$ cat src/rtl/scl_clkgen_pkg.sv
// Shared types for the SCL clock generator.
package scl_clkgen_pkg;

    // Phase of the generated serial clock.
    typedef enum logic [1:0] {
        PH_IDLE = 2'd0,
        PH_LOW  = 2'd1,
        PH_HIGH = 2'd2
    } scl_phase_t;

    // Width of the phase offset value.
    localparam int OFS_W = 3;

endpackage

$ cat src/rtl/scl_prescaler.sv
// Prescaler: emits a one-cycle module-clock tick every psc+1 system cycles
// while run is set. Assumes psc is stable while run is set; the count
// returns to zero whenever run is clear.
module scl_prescaler #(
    parameter int PSC_W = 8
) (
    input  logic             clk,
    input  logic             rst_n,
    input  logic             run,
    input  logic [PSC_W-1:0] psc,
    output logic             mtick
);
    logic [PSC_W-1:0] div_q;

    // Tick on the last count of each prescaler period.
    always_comb mtick = run && (div_q == psc);

    // Advance the prescaler count, wrapping on each tick.
    always_ff @(posedge clk) begin
        if (!rst_n || !run) begin
            div_q <= '0;
        end else if (mtick) begin
            div_q <= '0;
        end else begin
            div_q <= div_q + 1'b1;
        end
    end
endmodule

$ cat src/rtl/scl_offset_sel.sv
// Offset selector: picks the fixed extension added to each SCL phase.
// It is 7, 6 or 5 for a prescaler of 0, 1, or 2 and above. A forced mode
// gives 6 always. Purely combinational.
module scl_offset_sel #(
    parameter int PSC_W = 8
) (
    input  logic                             [PSC_W-1:0] psc,
    input  logic                                         fix_offset,
    output logic [scl_clkgen_pkg::OFS_W-1:0]             ofs
);
    // Choose the offset from the prescaler setting.
    always_comb begin
        if (fix_offset) begin
            ofs = 3'd6;
        end else if (psc == '0) begin
            ofs = 3'd7;
        end else if (psc == PSC_W'(1)) begin
            ofs = 3'd6;
        end else begin
            ofs = 3'd5;
        end
    end
endmodule

$ cat src/rtl/scl_phase_timer.sv
// Phase timer: alternates SCL low and high phases, each lasting its
// programmed count plus the offset, counted in module ticks. The high
// count holds while the sampled line reads low (clock stretching).
// Assumes counts and offset are stable while en is set.
module scl_phase_timer
    import scl_clkgen_pkg::*;
#(
    parameter int CNT_W = 16
) (
    input  logic             clk,
    input  logic             rst_n,
    input  logic             en,
    input  logic             mtick,
    input  logic [CNT_W-1:0] low_cnt,
    input  logic [CNT_W-1:0] high_cnt,
    input  logic [OFS_W-1:0] ofs,
    input  logic             scl_in,
    output logic             run,
    output logic             scl_low,
    output logic             low_tick,
    output logic             high_tick
);
    localparam int LEN_W = CNT_W + 1;

    scl_phase_t       phase_q;
    logic [LEN_W-1:0] cnt_q;
    logic [LEN_W-1:0] low_last;
    logic [LEN_W-1:0] high_last;
    logic             low_end;
    logic             high_end;
    logic             low_tick_q;
    logic             high_tick_q;

    // Last tick index of each phase: count plus offset, minus one.
    always_comb begin
        low_last  = LEN_W'(low_cnt)  + LEN_W'(ofs) - 1'b1;
        high_last = LEN_W'(high_cnt) + LEN_W'(ofs) - 1'b1;
    end

    // Detect the final module tick of the current phase.
    always_comb begin
        low_end  = en && (phase_q == PH_LOW)  && mtick && (cnt_q == low_last);
        high_end = en && (phase_q == PH_HIGH) && mtick && scl_in
                   && (cnt_q == high_last);
    end

    // Step the phase state and the in-phase tick counter.
    always_ff @(posedge clk) begin
        if (!rst_n || !en) begin
            phase_q <= PH_IDLE;
            cnt_q   <= '0;
        end else begin
            unique case (phase_q)
                PH_IDLE: begin
                    phase_q <= PH_LOW;
                    cnt_q   <= '0;
                end
                PH_LOW: begin
                    if (low_end) begin
                        phase_q <= PH_HIGH;
                        cnt_q   <= '0;
                    end else if (mtick) begin
                        cnt_q <= cnt_q + 1'b1;
                    end
                end
                PH_HIGH: begin
                    if (high_end) begin
                        phase_q <= PH_LOW;
                        cnt_q   <= '0;
                    end else if (mtick && scl_in) begin
                        cnt_q <= cnt_q + 1'b1;
                    end
                end
                default: begin
                    phase_q <= PH_IDLE;
                    cnt_q   <= '0;
                end
            endcase
        end
    end

    // Register the phase hand-over strobes so they align with the new phase.
    always_ff @(posedge clk) begin
        if (!rst_n) begin
            low_tick_q  <= 1'b0;
            high_tick_q <= 1'b0;
        end else begin
            low_tick_q  <= low_end;
            high_tick_q <= high_end;
        end
    end

    // Drive outputs from registered state.
    always_comb begin
        run       = (phase_q != PH_IDLE) && en;
        scl_low   = (phase_q == PH_LOW);
        low_tick  = low_tick_q;
        high_tick = high_tick_q;
    end
endmodule

$ cat src/rtl/scl_clkgen.sv
// SCL clock generator top: prescaler, offset selector and phase timer.
// Assumes psc, low_cnt, high_cnt and fix_offset change only while en is 0.
module scl_clkgen #(
    parameter int PSC_W = 8,
    parameter int CNT_W = 16
) (
    input  logic             clk,
    input  logic             rst_n,
    input  logic             en,
    input  logic [PSC_W-1:0] psc,
    input  logic [CNT_W-1:0] low_cnt,
    input  logic [CNT_W-1:0] high_cnt,
    input  logic             fix_offset,
    input  logic             scl_in,
    output logic             scl_low,
    output logic             low_tick,
    output logic             high_tick
);
    logic                              mtick;
    logic                              run;
    logic [scl_clkgen_pkg::OFS_W-1:0]  ofs;

    scl_prescaler #(.PSC_W(PSC_W)) u_psc (
        .clk   (clk),
        .rst_n (rst_n),
        .run   (run),
        .psc   (psc),
        .mtick (mtick)
    );

    scl_offset_sel #(.PSC_W(PSC_W)) u_ofs (
        .psc        (psc),
        .fix_offset (fix_offset),
        .ofs        (ofs)
    );

    scl_phase_timer #(.CNT_W(CNT_W)) u_timer (
        .clk       (clk),
        .rst_n     (rst_n),
        .en        (en),
        .mtick     (mtick),
        .low_cnt   (low_cnt),
        .high_cnt  (high_cnt),
        .ofs       (ofs),
        .scl_in    (scl_in),
        .run       (run),
        .scl_low   (scl_low),
        .low_tick  (low_tick),
        .high_tick (high_tick)
    );
endmodule

$ cat config.mk
export PLATFORM = sky130hd
export DESIGN_NAME = scl_clkgen
export DESIGN_NICKNAME = d
export VERILOG_FILES = /design/src/rtl/scl_clkgen_pkg.sv /design/src/rtl/scl_prescaler.sv /design/src/rtl/scl_offset_sel.sv /design/src/rtl/scl_phase_timer.sv /design/src/rtl/scl_clkgen.sv
export SDC_FILE = /design/constraint.sdc
export NUM_CORES = 1
export LEC_CHECK = 0
export BUFFER_PORTS_ARGS = -buffer_cell sky130_fd_sc_hd__buf_2
export CORE_MARGIN = 2
export CORE_UTILIZATION = 40
export CTS_CLUSTER_DIAMETER = 60
export DETAILED_ROUTE_END_ITERATION = 6
export GPL_TIMING_DRIVEN = 1
export PLACE_DENSITY = 0.57
export REMOVE_ABC_BUFFERS = 1
export SLEW_MARGIN = 40
export SYNTH_ARGS = -nofsm -noshare
export SYNTH_HDL_FRONTEND = slang
export SYNTH_SLANG_ARGS = --single-unit
export TNS_END_PERCENT = 20
$ cat constraint.sdc
create_clock -name clk -period 7.8 [get_ports clk]
set_input_delay 1.95 -clock clk [delete_from_list [all_inputs] [get_ports clk]]
set_output_delay 1.95 -clock clk [all_outputs]
set_load 0.005 [all_outputs]
==> results.json <==
{
  "rows": 31,
  "max_freq_ghz": 0.154,
  "cts_hold_buf": 0,
  "final-max-slew-violation-count": 0,
  "avgViaCountPerCell": 5.58,
  "setup_viol": 0,
  "grt_overflow": 0,
  "period_share_pct": 83.1,
  "yosys_register_bits": 29,
  "insertion_delay_ns": 0.28,
  "worstHoldPathCells": 1,
  "cts_max_path_buffers": 2,
  "worstHoldStart": "u_psc.div_q[0]",
  "rr_startpoint": "u_timer.cnt_q[11]",
  "hold_path_class": "flip-flop to flip-flop",
  "synth_edf_count": 0,
  "skew_ns": 0.00905,
  "start_util_pct": 41.4,
  "timing.hold.ws_ns": 0.481,
  "fin_util_pct": 46.6,
  "cap_violations": 0,
  "stdcell_count": 529,
  "outcome": "finished clean",
  "grt_max_degree": 27,
  "ys_seq_area_share_pct": 19.3,
  "slew_headroom_pct": 53.7,
  "drt-pass1-iter-count": 4,
  "track_usage_pct": 19.8,
  "dp_hpwl_um": 6570,
  "rr_endpoint": "u_timer.cnt_q[13]",
  "placedCellCount": 521,
  "cts_setup_buffers": 0,
  "setup_tns_ns": 0,
  "grt_pass1_vias": 2738,
  "grt_first_pass_wirelength_um": 13200,
  "required_ns": 7.95,
  "syn_area_mm2": 0.00300,
  "slowest_delay_ns": 0.60,
  "hold_viol": 0,
  "clockRootBuffer": "clkbuf_8",
  "min_to": "u_psc.div_q[0]",
  "numCtsBuffers": 5,
  "die-area_mm2": 0.00821,
  "crit_chain": "buf_2 > or4_1 > nor4_1 > nor2_1 > ha_1 > inv_1 > ha_1 > fa_1 > xor3_1 > or4_1 > a211oi_1 > o2111ai_1 > nor4_1 > o32ai_2 > buf_4 > a41oi_1 > a31oi_1",
  "crit_path_start_kind": "primary input",
  "r2r_slack_ns": 4.35,
  "place_area_mm2": 0.00326,
  "numPortBuffers": 47,
  "pwr_density_cell_mw_per_mm2": 119,
  "cts_resized": 0,
  "synth.lib_cells_used.distinct": 65,
  "vias": 2952,
  "syn_inst": 397,
  "arrival_ns": 6.63,
  "post_drt_wl_per_cell_um": 15.3,
  "ir_drop_mv": 0.0787,
  "gp_congestion": 0.874,
  "critPathSlowestCell": "nor4_1",
  "die_y_um": 90.6,
  "core-area_mm2": 0.00725,
  "ant_nets": 0,
  "drc": 0,
  "power.leakage_nw": 1.33,
  "worst_pin_slew_ns": 0.688,
  "drt_iter0_markers": 177,
  "final_area_mm2": 0.00338,
  "area_delta_synth_final_pct": 12.6,
  "ios": 48,
  "reg2regPathDepth": 9,
  "tritoncts": "yes",
  "clk_pin_slew_ns": 0.07,
  "cts_num_sinks": 29,
  "critical_path_peak_fanout": 26,
  "wirelength_um": 8120,
  "fin_crit_ns": 6.48,
  "chipWidth_um": 90.6,
  "seqCellArea_um2": 581,
  "antenna_found_initial": 0,
  "critPathKind": "primary input to flip-flop",
  "n_fill_cell": 749,
  "layout.nets": 490,
  "diodes": 0,
  "ctsHtreeMaxLevel": 2,
  "endpoint_kind": "flip-flop",
  "multi_input_area_mm2": 0.00222,
  "drive_gt1_share_pct": 14.7,
  "ys.flop_type": "dfxtp_1",
  "ys_async_sr_fraction_pct": 0,
  "yosys_warnings": 0,
  "rsz0062_at_grt": "false",
  "syn_avg_cell_area_um2": 7.56
}
[critical path: cells and delay by family]
| family | cells | cell delay, ns |
|---|---|---|
| buf+inv | 3 | 0.40 |
| compound gates | 5 | 0.91 |
| simple gates | 5 | 1.92 |
| fa+ha+maj | 3 | 1.04 |
| xor+xnor | 1 | 0.38 |
[kinds of logic (layout without fill, tap and decap cells)]
group / Yosys count / in the layout / synth area share [%]
AO/OA/AOI/OAI: 82 / 82 / 19.4
XOR/XNOR: 52 / 52 / 15.7
adder cells (fa/ha/maj): 16 / 16 / 7.17
buffers and inverters: 47 / 80 / 6.59
multiplexers: 4 / 4 / 1.33
AND/OR/NAND/NOR: 167 / 167 / 30.5
flip-flops: 29 / 29 / 19.3
[layout by cell type, fill, tap and decap left out, types with 11 or more instances in the layout]
master,n
nor4_1,11
nor3_1,12
nand4_1,11
inv_1,24
xnor2_1,30
nand2_1,35
a31oi_1,13
xor2_1,21
nand3_1,21
a21oi_1,17
buf_2,47
nor2_1,26
dfxtp_1,29
ha_1,14
and3_1,12
[report_power, final]
group / total (mW) / internal [mW] / switching [mW]
sequential: 0.149 / 0.149 / 0.000582
clock: 0.166 / 0.104 / 0.0621
combinational: 0.0874 / 0.0377 / 0.0498
[layer usage]
metal  part of all wire, %  routed length, um  global-route usage, %  up-vias
li1                      -                  -                      -     1515
met1                    48               3890                   26.7     1356
met2                    45               3690                   32.0       69
met3                   4.8                389                   3.92       12
met4                   1.8                149                   5.51        0
met5                     0                  0                      0        -
[area by class of cell]
cell class	count	share of cell area, %
multi-input cells	321	65.8
clock buffers	6	2.44
well taps	99	3.66
clock inverters	2	1.11
repair buffers	48	7.18
inverters	24	2.66
flip-flops and latches	29	17.2
[state kept, by name, summed over array words and instances (netlist names)]
signal	cells
u_psc.div_q	8
u_timer.cnt_q	17
u_timer.high_tick	1
u_timer.low_tick	1
u_timer.phase_q	2
[metrics by stage]
stage	worst slack, ns	total power [mW]
after global routing	0.847	0.424
after CTS	1.29	0.407
after detailed placement	0.977	0.240
final	1.32	0.403
after global placement	1.18	0.239
after floorplan	1.53	0.206
[how the worst max path moves through the flow]
stage	start	cells past startpoint	to
finish	psc[4]	17	u_timer.cnt_q[13]
global placement	psc[4]	17	u_timer.cnt_q[13]
detailed placement	psc[4]	17	u_timer.cnt_q[13]
CTS	psc[4]	17	u_timer.cnt_q[13]
global route	psc[4]	17	u_timer.cnt_q[13]
floorplan	psc[4]	15	u_timer.cnt_q[13]
[synth_stat cells, types with 4 or more instances]
cell type	instances	area, um2
or3_1	6	37.5
a22o_1	4	35.0
nor3_1	12	60.1
nor2b_1	4	25.0
nor4_1	11	68.8
nand2_1	35	131
and3_1	12	75.1
buf_2	4	20.0
ha_1	14	175
a21o_1	5	37.5
or4_1	4	30.0
xor2_1	21	184
nor2_1	26	97.6
clkbuf_1	15	56.3
a31oi_1	13	81.3
and2_1	5	31.3
xnor2_1	30	263
nand4_1	11	68.8
a21oi_1	17	85.1
o21ai_0	9	45.0
inv_1	24	90.1
dfxtp_1	29	581
a22oi_1	4	30.0
nand3_1	21	105
mux2i_1	4	40.0
Power figures use the tool's default switching activity.
